**src/rtl/vlee_pkg.sv**
```systemverilog
package vlee_pkg;

  // condition field, packed so that lt lands in bit 3 and so in bit 0
  typedef struct packed {
    logic lt;
    logic gt;
    logic eq;
    logic so;
  } cfield_t;

  typedef enum logic {
    S_IDLE = 1'b0,
    S_RUN  = 1'b1
  } seq_st_t;

  localparam logic [1:0] MODE_FFIRST = 2'b01;

  // cond_sel codes
  localparam logic [1:0] SEL_LT = 2'd0;
  localparam logic [1:0] SEL_GT = 2'd1;
  localparam logic [1:0] SEL_EQ = 2'd2;
  localparam logic [1:0] SEL_SO = 2'd3;

endpackage

```
**src/rtl/vlee_cond_eval.sv**
```systemverilog
module vlee_cond_eval
  import vlee_pkg::*;
#(
  parameter int DATA_W = 32
) (
  input  logic [DATA_W-1:0] result,
  input  logic              so_in,
  input  logic              test_cr,
  input  logic [1:0]        sel,
  input  logic              inv,
  output cfield_t           cf,
  output logic              pass
);

  logic is_zero;
  logic picked;

  always_comb begin
    is_zero = (result == '0);
    cf.lt   = result[DATA_W-1];
    cf.eq   = is_zero;
    cf.gt   = !result[DATA_W-1] && !is_zero;
    cf.so   = so_in;

    unique case (sel)
      SEL_LT:  picked = cf.lt;
      SEL_GT:  picked = cf.gt;
      SEL_EQ:  picked = cf.eq;
      default: picked = cf.so;
    endcase

    if (test_cr) pass = picked ^ inv;
    else         pass = (!is_zero) ^ inv;
  end

endmodule

```
**src/rtl/vlee_elem_seq.sv**
```systemverilog
module vlee_elem_seq
  import vlee_pkg::*;
#(
  parameter int MAXVL = 32,
  parameter int VL_W  = $clog2(MAXVL + 1),
  parameter int IDX_W = $clog2(MAXVL)
) (
  input  logic             clk,
  input  logic             rst,
  input  logic             start_ok,
  input  logic [VL_W-1:0]  vl_in,
  input  logic [MAXVL-1:0] pred_in,
  input  logic             incl_in,
  input  logic             alu_valid,
  input  logic             pass,
  output logic             busy,
  output logic             alu_ready,
  output logic             fire,
  output logic             finish,
  output logic [VL_W-1:0]  idx,
  output logic [VL_W-1:0]  fin_vl,
  output logic [VL_W-1:0]  vl_cap,
  output logic [MAXVL-1:0] pred_cap
);

  seq_st_t          st;
  logic [VL_W-1:0]  idx_q;
  logic [VL_W-1:0]  vl_q;
  logic [MAXVL-1:0] pred_q;
  logic             incl_q;
  logic             at_end;
  logic             lane_on;
  logic             running;

  always_comb begin
    running   = (st == S_RUN);
    at_end    = (idx_q >= vl_q);
    lane_on   = !at_end && pred_q[idx_q[IDX_W-1:0]];
    alu_ready = running && lane_on;
    fire      = alu_ready && alu_valid;
    finish    = running && (at_end || (fire && !pass));
    if (at_end)      fin_vl = vl_q;
    else if (incl_q) fin_vl = idx_q + VL_W'(1);
    else             fin_vl = idx_q;
  end

  always_ff @(posedge clk) begin
    if (rst) begin
      st     <= S_IDLE;
      idx_q  <= '0;
      vl_q   <= '0;
      pred_q <= '0;
      incl_q <= 1'b0;
    end else if (start_ok) begin
      st     <= S_RUN;
      idx_q  <= '0;
      vl_q   <= vl_in;
      pred_q <= pred_in;
      incl_q <= incl_in;
    end else if (running) begin
      if (finish)                st    <= S_IDLE;
      else if (!lane_on || fire) idx_q <= idx_q + VL_W'(1);
    end
  end

  assign busy     = running;
  assign idx      = idx_q;
  assign vl_cap   = vl_q;
  assign pred_cap = pred_q;


  idx_mono_chk: assert property (@(posedge clk) disable iff (rst)
    (busy && $past(busy)) |-> (idx_q >= $past(idx_q)));


  fin_bound_chk: assert property (@(posedge clk) disable iff (rst)
    finish |-> (fin_vl <= vl_q));

endmodule

```
**src/rtl/vl_early_exit.sv**
```systemverilog
module vl_early_exit
  import vlee_pkg::*;
#(
  parameter int MAXVL  = 32,
  parameter int DATA_W = 32,
  parameter int VL_W   = $clog2(MAXVL + 1),
  parameter int IDX_W  = $clog2(MAXVL)
) (
  input  logic              clk,
  input  logic              rst,
  input  logic              start,
  input  logic [1:0]        mode_sel,
  input  logic              test_cr,
  input  logic [1:0]        cond_sel,
  input  logic              cond_inv,
  input  logic              vl_incl,
  input  logic [VL_W-1:0]   vl_in,
  input  logic [MAXVL-1:0]  pred_mask,
  input  logic              alu_valid,
  input  logic [DATA_W-1:0] alu_result,
  input  logic              alu_so,
  output logic              alu_ready,
  output logic [IDX_W-1:0]  elem_idx,
  output logic              wr_en,
  output logic              cf_wr_en,
  output logic [IDX_W-1:0]  wr_idx,
  output logic [3:0]        cf_wr_data,
  output logic              busy,
  output logic              done,
  output logic [VL_W-1:0]   vl_out
);

  logic             start_ok;
  logic             rc_q;
  logic [1:0]       sel_q;
  logic             inv_q;
  logic             fire;
  logic             finish;
  logic             pass;
  logic [VL_W-1:0]  idx;
  logic [VL_W-1:0]  fin_vl;
  logic [VL_W-1:0]  vl_cap;
  logic [MAXVL-1:0] pred_cap;
  cfield_t          cf;

  assign start_ok = start && !busy && (mode_sel == MODE_FFIRST);

  always_ff @(posedge clk) begin
    if (rst) begin
      rc_q  <= 1'b0;
      sel_q <= '0;
      inv_q <= 1'b0;
    end else if (start_ok) begin
      rc_q  <= test_cr;
      sel_q <= cond_sel;
      inv_q <= cond_inv;
    end
  end

  vlee_cond_eval #(.DATA_W(DATA_W)) u_eval (
    .result  (alu_result),
    .so_in   (alu_so),
    .test_cr (rc_q),
    .sel     (sel_q),
    .inv     (inv_q),
    .cf      (cf),
    .pass    (pass)
  );

  vlee_elem_seq #(.MAXVL(MAXVL), .VL_W(VL_W), .IDX_W(IDX_W)) u_seq (
    .clk       (clk),
    .rst       (rst),
    .start_ok  (start_ok),
    .vl_in     (vl_in),
    .pred_in   (pred_mask),
    .incl_in   (vl_incl),
    .alu_valid (alu_valid),
    .pass      (pass),
    .busy      (busy),
    .alu_ready (alu_ready),
    .fire      (fire),
    .finish    (finish),
    .idx       (idx),
    .fin_vl    (fin_vl),
    .vl_cap    (vl_cap),
    .pred_cap  (pred_cap)
  );

  assign elem_idx = idx[IDX_W-1:0];

  logic             incl_run;
  always_ff @(posedge clk) begin
    if (rst)           incl_run <= 1'b0;
    else if (start_ok) incl_run <= vl_incl;
  end

  // registered write and completion outputs
  always_ff @(posedge clk) begin
    if (rst) begin
      wr_en      <= 1'b0;
      cf_wr_en   <= 1'b0;
      wr_idx     <= '0;
      cf_wr_data <= '0;
      done       <= 1'b0;
      vl_out     <= '0;
    end else begin
      wr_en      <= fire && pass;
      cf_wr_en   <= fire && rc_q && (pass || incl_run);
      wr_idx     <= idx[IDX_W-1:0];
      cf_wr_data <= cf;
      done       <= finish;
      if (finish) vl_out <= fin_vl;
    end
  end


  bad_mode_chk: assert property (@(posedge clk) disable iff (rst)
    (!busy && start && mode_sel != MODE_FFIRST) |=> !busy);


  done_nowr_chk: assert property (@(posedge clk) disable iff (rst)
    done |-> !wr_en);


  pred_wr_chk: assert property (@(posedge clk) disable iff (rst)
    wr_en |-> pred_cap[wr_idx]);


  cf_rc_chk: assert property (@(posedge clk) disable iff (rst)
    cf_wr_en |-> rc_q);


  vl_bound_chk: assert property (@(posedge clk) disable iff (rst)
    done |-> (vl_out <= vl_cap));

endmodule

```
**config.mk**
```make
export PLATFORM = sky130hd
export DESIGN_NAME = vl_early_exit
export DESIGN_NICKNAME = d
export VERILOG_FILES = /design/src/rtl/vlee_pkg.sv /design/src/rtl/vlee_cond_eval.sv /design/src/rtl/vlee_elem_seq.sv /design/src/rtl/vl_early_exit.sv
export SDC_FILE = /design/constraint.sdc
export NUM_CORES = 1
export LEC_CHECK = 0
export ABC_AREA = 1
export BUFFER_PORTS_ARGS = -buffer_cell sky130_fd_sc_hd__buf_4
export CAP_MARGIN = 0
export CORE_ASPECT_RATIO = 0.7
export CORE_UTILIZATION = 49
export DETAILED_ROUTE_END_ITERATION = 6
export PLACE_DENSITY = 0.78
export SETUP_SLACK_MARGIN = 0.4
export SLEW_MARGIN = 20
export SYNTH_ARGS = -nofsm -noshare
export SYNTH_HDL_FRONTEND = slang
export SYNTH_SLANG_ARGS = --single-unit
```
**constraint.sdc**
```tcl
create_clock -name clk -period 3 [get_ports clk]
set_input_delay 0.6 -clock clk [delete_from_list [all_inputs] [get_ports clk]]
set_output_delay 0.6 -clock clk [all_outputs]
set_load 0.01 [all_outputs]
```
=== After elaboration in Yosys (flattened, before gate mapping) ===
Cells that the tools add are included.
Widths: inputs -> output; s select.

* Flip-flop bits (word level): 68
* Bits of input ports: 82
* Output and inout port bits: 25
* Logic and storage cells: 56

* $add $sub $neg: 1
* Magnitude comparators: 2
* Eq/ne operators: 3
* Mux-type cells: 9
* Bitwise logic cells: 3
* Reductions and logical operators: 24

{| class="wikitable"
|+ Operator list
! operator !! number
|-
| $logic_not 32->1 || 1
|-
| $mux 6 || 2
|-
| $logic_and 1x1->1 || 11
|-
| $add 6x1->6 const B || 1
|-
| $ge 6x6->1 || 1
|-
| $logic_not 1->1 || 6
|-
| $lt 5x6->1 const B || 1
|-
| $bmux 1 s5 || 1
|-
| $mux 1 || 5
|-
| $eq 2x1->1 const B || 2
|-
| $logic_or 1x1->1 || 3
|-
| $pmux 1 s3 || 1
|-
| $reduce_and 3->1 || 1
|-
| $eq 2x2->1 const B || 1
|-
| $logic_not 2->1 || 1
|-
| $reduce_or 2->1 || 1
|-
| $xor 1x1->1 || 2
|-
| $not 1->1 || 1
|}

=== Longest topological paths before layout ===
* Word-level depth: 13
* Mapped depth: 15
* Depth with buffers taken out: 15

=== By module ===
A second synthesis with hierarchy kept.

* Cell total of the unflattened synthesis: 485
* Area, all modules: 3,334.4 um2

{| class="wikitable"
|+ Modules (own cells, without submodules)
! module !! times used !! cells each !! area each (um2) !! sequential area each (um2)
|-
| vlee_elem_seq || 1 || 336 || 2,321.0 || 920.9
|-
| vl_early_exit || 1 || 98 || 777.0 || 460.4
|-
| vlee_cond_eval || 1 || 51 || 236.5 || 0.0
|}

=== Worst setup path after synthesis ===
No wires, ideal clock.

* Path kind: reg2reg
* Start: register u_seq.idx_q[0] (netlist: u_seq.idx[0])
* End: register vl_out[0]
* Setup time: 113 ps
* Arrival: 2,055 ps
* Required time: 2,887 ps
* Slack: 831 ps
* Cell stages (with the launch flop): 16
* Path buffers: 2
* Clock period less this slack: 2,169 ps
* Cells stage by stage: dfxtp_1 -> inv_1 -> buf_2 -> ha_1 -> nand2_1 -> nor2_1 -> nand3_1 -> and3_1 -> clkbuf_8 -> nand3_2 -> nor2_2 -> nand3_2 -> a21oi_4 -> inv_2 -> nor2_1 -> nor2_1

* Longest elaborated chain between the ends: 8
* Elaborated cells between the ends (all ways): 13
* Classes of those cells: 1 x add/sub; 1 x order compare; 4 x mux; 7 x reduce/logical

{| class="wikitable"
|+ RTL lines
! what !! RTL line !! source
|-
| start, declared || vlee_elem_seq.sv:27 || <nowiki>logic [VL_W-1:0] idx_q;</nowiki>
|-
| start signal, assigned || vlee_elem_seq.sv:62 || <nowiki>else if (!lane_on || fire) idx_q <= idx_q + VL_W'(1);</nowiki>
|-
| $bmux 1 s5 or $ge 6x6->1 (tied branches) || vlee_elem_seq.sv:38, vlee_elem_seq.sv:37 ||
|-
| $mux 1 (not written as such) or $logic_not 1->1 (tied branches) || vlee_elem_seq.sv:38 || <nowiki>lane_on = !at_end && pred_q[idx_q[IDX_W-1:0]];</nowiki>
|-
| $logic_and 1x1->1 || vlee_elem_seq.sv:38 ||
|-
| $logic_and 1x1->1 || vlee_elem_seq.sv:39 || <nowiki>alu_ready = running && lane_on;</nowiki>
|-
| $logic_and 1x1->1 || vlee_elem_seq.sv:40 || <nowiki>fire = alu_ready && alu_valid;</nowiki>
|-
| $logic_and 1x1->1 || vlee_elem_seq.sv:41 || <nowiki>finish = running && (at_end || (fire && !pass));</nowiki>
|-
| $logic_or 1x1->1 || vlee_elem_seq.sv:41 ||
|-
| $logic_and 1x1->1 || vlee_elem_seq.sv:41 ||
|-
| end signal, assigned || vl_early_exit.sv:112 || <nowiki>if (finish) vl_out <= fin_vl;</nowiki>
|-
| end, declared || vl_early_exit.sv:30 || <nowiki>output logic [VL_W-1:0] vl_out</nowiki>
|}

Several ways; a longest one is shown, not always the timed one. The select of a mux whose other input is x is not followed.
A chain may end at the register's enable or synchronous reset.

=== Worst setup path in the final report ===
* Start: register u_seq.idx_q[5] (netlist: u_seq.idx[5])
* End: output port alu_ready

* Longest elaborated chain between the ends: 4

{| class="wikitable"
|+ RTL lines
! what !! RTL line !! source
|-
| $ge 6x6->1 || vlee_elem_seq.sv:37 || <nowiki>at_end = (idx_q >= vl_q);</nowiki>
|-
| $logic_not 1->1 || vlee_elem_seq.sv:38 ||
|-
| $logic_and 1x1->1 || vlee_elem_seq.sv:38 ||
|-
| $logic_and 1x1->1 || vlee_elem_seq.sv:39 ||
|-
| end, declared || vl_early_exit.sv:22 || <nowiki>output logic alu_ready,</nowiki>
|}

Every way passes these cells.

==> run summary <==
The run finished with clean final reports. TritonCTS created 9 clock buffers. In this run the worst hold path is classified as in -> reg.

Proportion of register bits with asynchronous set or reset after synthesis: 0. The run gives 8510 microns as the routed wire length. STA classifies the critical path endpoint as an output port.

The core occupancy in the finished layout is 0.675. The worst path in the final design needs a cycle of 2.52 ns, including I/O delays and setup. The number of antenna diodes in the final layout is 0. The setup skew after layout was 0.00805 ns. Entering global routing, the biggest net connects 36 pins.

The tools report the boundary pin count as 107. The logs give 0 for the count of antenna-violating nets left after detailed routing and 556 for the number of nets in the synthesized netlist. Detailed placement ended at an HPWL of 6070 microns. Including well taps, the total number of placed cells is 631. The critical path data required time is 2.40 ns, and the power density over the cells is 500 mW/mm^2. The global-route usage over all layers was 0.258. The synthesized netlist cell count was 467. The synthesized flop and latch total was 68; the worst setup slack before clock tree synthesis was 0.565 ns. In the post-synthesis netlist, the cell with the most instances is sky130_fd_sc_hd__nor2_1. The number of levels the H-tree was split into was 3; the count of endpoints failing setup in the final report was 0. The average instance in the mapped netlist occupies 6.89 sq um. For the routed via count, the log shows 3294. Power consumption: 2.12 mW. The period utilization came out at 0.841. The total count of max-transition violations in the final report was 0. Relative slew slack: 0.666. The first global-routing pass estimated 13900 microns of wire. For the pin with the worst max-slew slack, the measured transition is 0.497 ns. At the later pin of the worst-skew pair, clock insertion delay measures 0.36 ns. Sorting the synthesized cells by how often they occur yields sky130_fd_sc_hd__nor2_1 (121), sky130_fd_sc_hd__nand2_1 (86), sky130_fd_sc_hd__dfxtp_1 (68). For this run, the number of standard cells in the final layout without fillers is 647. Startpoint kind of the worst setup timing path: a flip-flop. The most common flop cell mapped by yosys is sky130_fd_sc_hd__dfxtp_1.

For the setup TNS, the log shows 0 ns. For the leakage power total, the log shows 2.00 nW. After clock tree synthesis, the clock-pin slew on the worst setup and hold paths is 0.07 ns. The worst path meets setup with 0.476 ns of slack. The floorplan has 24 rows. The tools report the CTS root buffer as sky130_fd_sc_hd__clkbuf_8. The vertical die dimension came out at 69.8 microns.

The cell type with the highest aggregate area in the netlist is sky130_fd_sc_hd__dfxtp_1. Traced cell by cell, the critical path runs through ha_1, a21oi_1, o21a_1, and3_1, nand3_2, inv_1, buf_4. The total iterations of the first detailed-routing run is 4, and the count of input and output buffers is 106. The number of synthesized flops with an enable pin is 0, and the maximum VDD drop is 0.298 mV.

Setup repair after global routing left no endpoint under its margin. Compared with the post-synthesis result, the final layout area differs by 31.7%. After synthesis, the cell types taking the most area are sky130_fd_sc_hd__dfxtp_1 (42%), sky130_fd_sc_hd__nor2_1 (14%), sky130_fd_sc_hd__nand2_1 (10%), sky130_fd_sc_hd__o21ai_0 (7.2%), sky130_fd_sc_hd__nand3_1 (4.5%). The tools report the via count of the first global-routing pass as 3019. The run gives 0 as the number of antenna violations at the first check in global routing. Data arrives at the worst endpoint at 1.92 ns. The total DRC errors in the routed layout is 0.

TritonCTS built the clock tree. For this run, the slowest stage of the critical path takes 0.45 ns. The fraction of post-synthesis cell area in the top cell type by area was 0.423; the floorplan die area was 0.00690 sq mm. Final net count: 653. Global routing finished with a remaining overflow of 0.

Die width: 98.8 microns. The number of warning messages in the yosys log is 0. Dividing the detail-routed via count by the number of cells gives 5.09.

Initial core utilization: 0.513. The synthesized netlist contains 32 unique library cells. No sink is reached through more buffers than the 2 on the longest clock path. The fraction of final layout cells with drive strength greater than 1 was 0.248; the violation count after the first detailed-routing iteration was 193. The mapped netlist covers 0.00322 sq mm.

The sequential share of the synthesized area was 0.423. The worst setup path is of the reg -> out kind. The placer's final routability congestion estimate is 0.848, and the wire length per cell after detailed routing is 13.1 microns. Maximum fanout encountered on the critical timing path: 4. Timing would allow up to 396 MHz. The floorplan step defined a core boundary enclosing 0.00628 sq mm.

The run gives 0 as the final hold violation count. The library cell contributing the largest single delay on the critical path is sky130_fd_sc_hd__dfxtp_1. The logs give 68 for the clock net sink count and 0 for the max-cap check violation count.
==> cell usage in the layout (no fill, tap or decap), drive strengths merged, types with 2 or more instances in the layout <==
master and n:
a211oi 3, a21oi 27, and3 2, buf 114, bufinv 3, clkbuf 9
clkinv 4, clkinvlp 2, dfxtp 68, ha 7, inv 25, nand2 89
nand3 31, nor2 123, nor3 2, o211ai 2, o21ai 50, xor2 4
==> path summary, 6_finish.rpt <==
path	from	endpoint	slack (ns)	cells past startpoint
worst max-delay path	u_seq.idx[5]$_SDFFE_PP0P_	alu_ready	0.48	7
worst min-delay path	pred_mask[23]	u_seq.pred_cap[23]$_SDFFE_PP0P_	0.47	3
worst max register to register	u_seq.idx[5]$_SDFFE_PP0P_	vl_out[4]$_SDFFE_PP0P_	0.62	11
worst min register to register	inv_q$_SDFFE_PP0P_	inv_q$_SDFFE_PP0P_	0.49	2
==> cells by family after synthesis <==
family | count (synthesis) | share of synthesized area
AO/OA/AOI/OAI | 84 | 0.140
XOR/XNOR | 4 | 0.0109
buffers and inverters | 55 | 0.0856
adder cells (fa/ha/maj) | 7 | 0.0272
flip-flops | 68 | 0.423
AND/OR/NAND/NOR | 249 | 0.314
==> final cells by class <==
type | instances | area, sq um
multi-input combinational | 344 | 1580
clock inverter | 7 | 115
inverter | 27 | 101
sequential | 68 | 1360
timing repair buffer | 114 | 856
clock buffer | 9 | 124
tap | 78 | 97.6
fill | 532 | 2040
==> metal layers <==
layer	vias to the layer above	wire [microns]	track usage
met1	1469	3830	0.332
met4	0	134	0.0813
li1	1683	-	-
met3	16	746	0.0938
met2	126	3790	0.402
met5	-	0	0
==> repair_timing <==
item	CTS	global route
buffers inserted	0	0
hold buffers	0	0
gates resized for setup	0	1
setup endpoints to repair	0	1
==> per-stage QoR <==
stage | cell area [sq um] | hold slack [ns]
floorplan | 3220 | 0.445
global placement | 4000 | 0.461
detailed placement | 4000 | 0.474
CTS | 4240 | 0.452
global route | 4240 | 0.461
finish | 4240 | 0.465
==> state kept, by name (all words and copies together) (netlist names) <==
name	count
rc_q	1
vl_out	6
cf_wr_en	1
u_seq.incl_q	1
inv_q	1
u_seq.pred_cap	32
cf_wr_data	4
wr_idx	5
sel_q	2
u_seq.busy	1
u_seq.idx	6
u_seq.vl_cap	6
wr_en	1
done	1
==> report_power, final <==
group,internal (mW),switching (mW),leakage [nW]
sequential,0.940,0.0201,0.555
clock,0.548,0.364,0.115
combinational,0.123,0.123,1.33
total,1.61,0.508,2.00
==> critical path: cells and delay by family (launching register included) <==
family,cells,cell delay (ns)
buffers and inverters,2,0.18
AND/OR/NAND/NOR,2,0.32
flip-flops,1,0.45
AO/OA/AOI/OAI,2,0.31
adder cells (fa/ha/maj),1,0.31
(Power assumes the default switching activity.)
